--- config.mk ---
export PLATFORM = sky130hd
export DESIGN_NAME = uart_flow_ctrl
export DESIGN_NICKNAME = d
export VERILOG_FILES = /design/src/rtl/fc_pkg.sv /design/src/rtl/fc_cts_sync.sv /design/src/rtl/fc_tx_gate.sv /design/src/rtl/fc_rx_level.sv /design/src/rtl/uart_flow_ctrl.sv
export SDC_FILE = /design/constraint.sdc
export NUM_CORES = 1
export LEC_CHECK = 0
export BUFFER_PORTS_ARGS = -buffer_cell sky130_fd_sc_hd__buf_2
export CAP_MARGIN = 20
export CORE_MARGIN = 2
export CORE_UTILIZATION = 43
export DETAILED_ROUTE_END_ITERATION = 10
export PLACE_DENSITY = 0.78
export SLEW_MARGIN = 20
export SYNTH_ARGS = -nofsm -noshare
export SYNTH_HDL_FRONTEND = slang
export SYNTH_HIERARCHICAL = 1
export SYNTH_SLANG_ARGS = --single-unit
--- constraint.sdc ---
create_clock -name clk -period 1.1 [get_ports clk]
set_input_delay 0.11 -clock clk [delete_from_list [all_inputs] [get_ports clk]]
set_output_delay 0.11 -clock clk [all_outputs]
set_load 0.01 [all_outputs]
--- src/rtl/fc_pkg.sv ---
package fc_pkg;

  // Ordered threshold set, derived from the FIFO depth (8,16,56,60 for 64).
  function automatic int fc_level(input int depth, input logic [1:0] sel);
    case (sel)
      2'd0:    return depth / 8;
      2'd1:    return depth / 4;
      2'd2:    return depth - 8;
      default: return depth - 4;
    endcase
  endfunction

  // Stop level: one threshold above the selected one, capped at depth.
  function automatic int fc_up(input int depth, input logic [1:0] sel);
    if (sel == 2'd3) return depth;
    return fc_level(depth, sel + 2'd1);
  endfunction

  // Resume level: one threshold below the selected one, zero at the bottom.
  function automatic int fc_down(input int depth, input logic [1:0] sel);
    if (sel == 2'd0) return 0;
    return fc_level(depth, sel - 2'd1);
  endfunction

endpackage

--- src/rtl/fc_cts_sync.sv ---
module fc_cts_sync #(
  parameter int STAGES = 2
) (
  input  logic clk,
  input  logic rst_n,
  input  logic async_in,
  output logic sync_out
);
  logic [STAGES-1:0] sr_q;

  always_ff @(posedge clk or negedge rst_n) begin
    if (!rst_n) sr_q <= '0;
    else        sr_q <= {sr_q[STAGES-2:0], async_in};
  end

  assign sync_out = sr_q[STAGES-1];
endmodule

--- src/rtl/fc_tx_gate.sv ---
module fc_tx_gate (
  input  logic clk,
  input  logic rst_n,
  input  logic cts_sync,
  input  logic auto_cts_en,
  input  logic char_active,
  output logic permit,
  output logic pause_ev
);
  // Pause requested and allowed to take effect now (character boundary).
  assign pause_ev = !char_active && auto_cts_en && cts_sync;

  always_ff @(posedge clk or negedge rst_n) begin
    if (!rst_n)            permit <= 1'b1;
    else if (!char_active) permit <= !(auto_cts_en && cts_sync);
  end
endmodule

--- src/rtl/fc_rx_level.sv ---
module fc_rx_level
  import fc_pkg::*;
#(
  parameter int DEPTH = 64,
  parameter int CNT_W = $clog2(DEPTH + 1)
) (
  input  logic             clk,
  input  logic             rst_n,
  input  logic [CNT_W-1:0] fill,
  input  logic [1:0]       sel,
  input  logic             auto_en,
  input  logic             mcr_rts,
  output logic             rts_pin,
  output logic             trig_irq,
  output logic             lvl_hit,
  output logic             set_ev,
  output logic             rel_ev,
  output logic             hold_q
);
  int  fill_i;
  logic hold_nxt;

  assign fill_i  = int'(fill);
  assign lvl_hit = fill_i >= fc_level(DEPTH, sel);
  assign set_ev  = fill_i >= fc_up(DEPTH, sel);
  assign rel_ev  = (fill_i < fc_down(DEPTH, sel)) || (fill == '0);
  assign hold_nxt = auto_en && (set_ev || (hold_q && !rel_ev));

  always_ff @(posedge clk or negedge rst_n) begin
    if (!rst_n) begin
      hold_q   <= 1'b0;
      rts_pin  <= 1'b1;
      trig_irq <= 1'b0;
    end else begin
      hold_q   <= hold_nxt;
      rts_pin  <= auto_en ? hold_nxt : !mcr_rts;
      trig_irq <= auto_en && lvl_hit;
    end
  end
endmodule

--- src/rtl/uart_flow_ctrl.sv ---
module uart_flow_ctrl #(
  parameter int DEPTH       = 64,
  parameter int SYNC_STAGES = 2,
  parameter int CNT_W       = $clog2(DEPTH + 1)
) (
  input  logic             clk,
  input  logic             rst_n,
  input  logic             cts_pin,
  input  logic             auto_cts_en,
  input  logic             auto_rts_en,
  input  logic             mcr_rts,
  input  logic [1:0]       trig_sel,
  input  logic [CNT_W-1:0] rx_fill,
  input  logic             tx_char_active,
  output logic             rts_pin,
  output logic             tx_permit,
  output logic             rx_trig_irq
);
  logic cts_s;
  logic tx_pause_ev;
  logic rx_lvl_hit;
  logic rts_set_ev;
  logic rts_rel_ev;
  logic rts_hold;

  fc_cts_sync #(.STAGES(SYNC_STAGES)) u_sync (
    .clk(clk), .rst_n(rst_n), .async_in(cts_pin), .sync_out(cts_s)
  );

  fc_tx_gate u_tx (
    .clk(clk), .rst_n(rst_n), .cts_sync(cts_s), .auto_cts_en(auto_cts_en),
    .char_active(tx_char_active), .permit(tx_permit), .pause_ev(tx_pause_ev)
  );

  fc_rx_level #(.DEPTH(DEPTH), .CNT_W(CNT_W)) u_rx (
    .clk(clk), .rst_n(rst_n), .fill(rx_fill), .sel(trig_sel),
    .auto_en(auto_rts_en), .mcr_rts(mcr_rts), .rts_pin(rts_pin),
    .trig_irq(rx_trig_irq), .lvl_hit(rx_lvl_hit), .set_ev(rts_set_ev),
    .rel_ev(rts_rel_ev), .hold_q(rts_hold)
  );
endmodule

==> results list <==
* Status: finished, violations left
* Violated checks: negative setup slack
* TritonCTS clock tree: done
* Slew @ Worst Pin: about 0.23 ns
- Clock skew on the completed layout was measured at 0.007566 ns.
- TritonCTS created 3 clock buffers.
* FMAX: 845.1 MHz
- The number of cells on the worst reg-to-reg path is 3.
* Finished layout cell area: ~0.001 mm^2
- From left edge to right edge, the die measures approximately 40 um.
- Critical path type: primary input to flip-flop
* Clock transition at path regs: around 0.06 ns
- Path class of the lowest-slack min-delay path: primary input to flip-flop
- For this configuration, the core starts out at a cell density of 0.4577.
- Crit path capture type: flip-flop
- For hold timing, the worst endpoint is u_rx/rts_pin.
- Crit path required time: about 1.2 ns
- For the worst-skew pair, the clock arrives at the later sink with an insertion delay of around 0.25 ns.
- Pleak: between 0.4 and 0.5 nW
- Setup slack on the worst reg-to-reg path comes out at 0.26 ns.
* Sum of negative setup slack: -0.1498 ns
* Vias in the first global route: approximately 550
- Of all nets on the critical path, the largest fanout is 4.
- Count of placed standard cells including taps: just over 100
- Global route overflow: 0
* Antenna violations before repair: 0
- Critical R2R Launch: u_rx/hold_q
* Die ar.: ~0.0017 mm^2
* Clock Path Buffers: 2
- Unrepaired setup endpoints after global routing: true
* Kind of cell with the highest combined delay on the critical path: adder cells
* Antenna diode count: 0
* Fraction of layout instances using a drive strength above 1: 0.5417
- Mapped Avg Cell Area: roughly 9.9 um^2
- Detailed-route via count: 582
* Syn Inst Count: 60
* Number of warnings reported in the yosys synthesis log: 6
- Time the final worst path needs with I/O delays and setup: about 1.2 ns
* Worst-path cell with the longest stage delay: sky130_fd_sc_hd__ha_4
- Maxcap violations: 0
* Cell-by-cell trace of the critical path: buf_12 -> inv_8 -> ha_4 -> inv_4 -> ha_4 -> nor2b_1 -> a311oi_1 -> o21a_1 -> a21boi_1
- First drt pass iteration count: 4
- GRT Total Usage: 0.2091
- Routability-driven placement congestion ratio: 0.7907
- Number of standard cells in the layout, taps in and fillers out: around 110
- After detailed placement, the total cell area comes to between 800 and 900 um^2.
- Fill cell instance count of the final layout: 99
* Final Hold Fails: 0
- First DRT Iteration DRCs: 5
- The detail route stage leaves a number of antenna-violating nets equal to 0.
* CP max stage delay: approximately 0.26 ns
* Combinational share of power: 0.405
* Hold path depth: 2
* Boundary Pins: 19
* Core ar.: around 0.0013 mm^2
- The sequential cells in the finished layout cover a total of 152.6 um^2.
- After detailed routing, the number of vias per cell comes to between 5 and 6.
* Area occupied by multi-input gates: about 530 um^2
- The internal portion of the total power is approximately 0.56 mW.
* Signed area change from the synthesized netlist to the final layout: 68.28%
- CTS built an H-tree with a depth of 1.
- DRC violation count after routing: 0
- Proportion of total power due to net switching: 0.3112
- For this design the ratio of total power to cell area is roughly 810 mW/mm^2.
- Max transition margin: 0.8470
- Buffers on Ports: 18
- Critical path launch point type: primary input
- Summed over all nets, the half-perimeter wirelength after detailed placement is 1188 um.
- Most used cell, CP: sky130_fd_sc_hd__ha_4
* Reported net switching power: between 0.2 and 0.3 mW
* Wire length of the first global-routing pass: about 2200 um
- Dividing the final minimum period by the clock period gives 1.076.
* Crit path arrival time: 1.32 ns
- Die Height: approximately 40 um
- Part of the power in the clock network: 0.288
- Clock sink count: 6
* Floorplan row count: 13
* Critical hold path startpoint: auto_rts_en
- Hold is met by ~0.094 ns.
* Buffers & Inverters on Critical Path: 3
- Number of setup violations in the final report: 3
- Crit path setup slack, layout: -0.08329 ns
- Final routed wire length divided by cell count: around 14 um
* Worst reg2reg endpoint: u_rx/rts_pin
* Number of nets in the layout: between 100 and 150
- Power share of the sequential group: 0.307
- Synthesized netlist net count: 94
* Area of the mapped netlist: a little under 600 um^2
- Post-detailed-routing wire length: roughly 1500 um
- Largest net degree at the start of global routing: 7
- VDD sags by at most between 400 and 500 uV.
- Clock root buffer: sky130_fd_sc_hd__clkbuf_4
* Pins Over Slew Limit: 0
[cells in the final DEF, fill, tap and decap left out]
| cell type | n |
|---|---|
| sky130_fd_sc_hd__ha_4 | 7 |
| sky130_fd_sc_hd__inv_12 | 1 |
| sky130_fd_sc_hd__o21ai_1 | 1 |
| sky130_fd_sc_hd__dlygate4sd3_1 | 3 |
| sky130_fd_sc_hd__a21o_1 | 1 |
| sky130_fd_sc_hd__clkbuf_4 | 3 |
| sky130_fd_sc_hd__or2_4 | 1 |
| sky130_fd_sc_hd__and3b_1 | 1 |
| sky130_fd_sc_hd__a21oi_2 | 3 |
| sky130_fd_sc_hd__a311oi_1 | 1 |
| sky130_fd_sc_hd__dfstp_2 | 2 |
| sky130_fd_sc_hd__ha_1 | 11 |
| sky130_fd_sc_hd__nor3_1 | 1 |
| sky130_fd_sc_hd__nor2b_1 | 3 |
| sky130_fd_sc_hd__buf_2 | 16 |
| sky130_fd_sc_hd__clkbuf_1 | 1 |
| sky130_fd_sc_hd__a31oi_1 | 2 |
| sky130_fd_sc_hd__o21a_1 | 2 |
| sky130_fd_sc_hd__nor4_2 | 1 |
| sky130_fd_sc_hd__inv_8 | 1 |
| sky130_fd_sc_hd__o31ai_2 | 1 |
| sky130_fd_sc_hd__buf_4 | 11 |
| sky130_fd_sc_hd__dfrtp_1 | 4 |
| sky130_fd_sc_hd__nand3_2 | 1 |
| sky130_fd_sc_hd__or2_1 | 1 |
| sky130_fd_sc_hd__inv_4 | 1 |
| sky130_fd_sc_hd__nor2_1 | 3 |
| sky130_fd_sc_hd__nand3_1 | 2 |
| sky130_fd_sc_hd__a21bo_2 | 1 |
| sky130_fd_sc_hd__buf_12 | 2 |
| sky130_fd_sc_hd__inv_1 | 3 |
| sky130_fd_sc_hd__a21boi_1 | 2 |
| sky130_fd_sc_hd__a21oi_1 | 2 |
[stage by stage]
stage	total power, mW	util	setup WS [ns]
2_1_floorplan	0.4133	-	-0.1831
3_3_place_gp	0.5261	0.6788	-0.4897
3_5_place_dp	0.5399	0.6788	-0.4891
4_1_cts	0.8031	0.7538	-0.1329
5_1_grt	0.8743	0.7702	-0.1209
6_report	0.8122	0.7702	-0.08329
[per-layer routing]
layer / vias up / part of all wire / global-route usage
li1: 293 / - / -
met1: 274 / 0.43 / 0.2283
met2: 13 / 0.53 / 0.3672
met3: 2 / 0.027 / 0.02717
met4: 0 / 0.014 / 0.1452
met5: - / 0 / 0
[flip-flops by register name (all words and copies together) (netlist names)]
name	count
u_sync/sr_q	2
u_tx/permit	1
u_rx/trig_irq	1
u_rx/hold_q	1
u_rx/rts_pin	1
[worst max path at each step]
stage                  end         from  cells after the start  slack (ns)
2_1_floorplan  u_rx/hold_q  trig_sel[0]                      8       -0.18
3_3_place_gp   u_rx/hold_q  trig_sel[0]                      9       -0.49
3_5_place_dp   u_rx/hold_q  trig_sel[1]                      9       -0.49
4_1_cts        u_rx/hold_q  trig_sel[1]                      9       -0.13
5_1_grt        u_rx/hold_q  trig_sel[1]                      9       -0.12
6_report       u_rx/hold_q  trig_sel[1]                      9       -0.08
[power groups by stage]
stage	clock (mW)	combinational (mW)	sequential [mW]
2_1_floorplan	0	0.154	0.259
5_1_grt	0.258	0.365	0.252
6_report	0.234	0.329	0.249
4_1_cts	0.239	0.315	0.249
3_5_place_dp	0	0.287	0.253
3_3_place_gp	0	0.274	0.252
[what timing repair did]
action	CTS	global route
endpoints found under the setup margin	3	3
pin swaps	6	3
buffers inserted	1	0
endpoints found under the hold margin	8	0
resized for setup	10	3
hold buffers	3	0
[final cells by class]
class / count / share of cell area
inverter: 6 / 0.04494
timing repair buffer: 32 / 0.2322
tap: 15 / 0.01873
multi-input combinational: 48 / 0.5256
clock buffer: 4 / 0.02622
sequential: 6 / 0.1523
No activity file was read; power rests on OpenSTA's default activity.
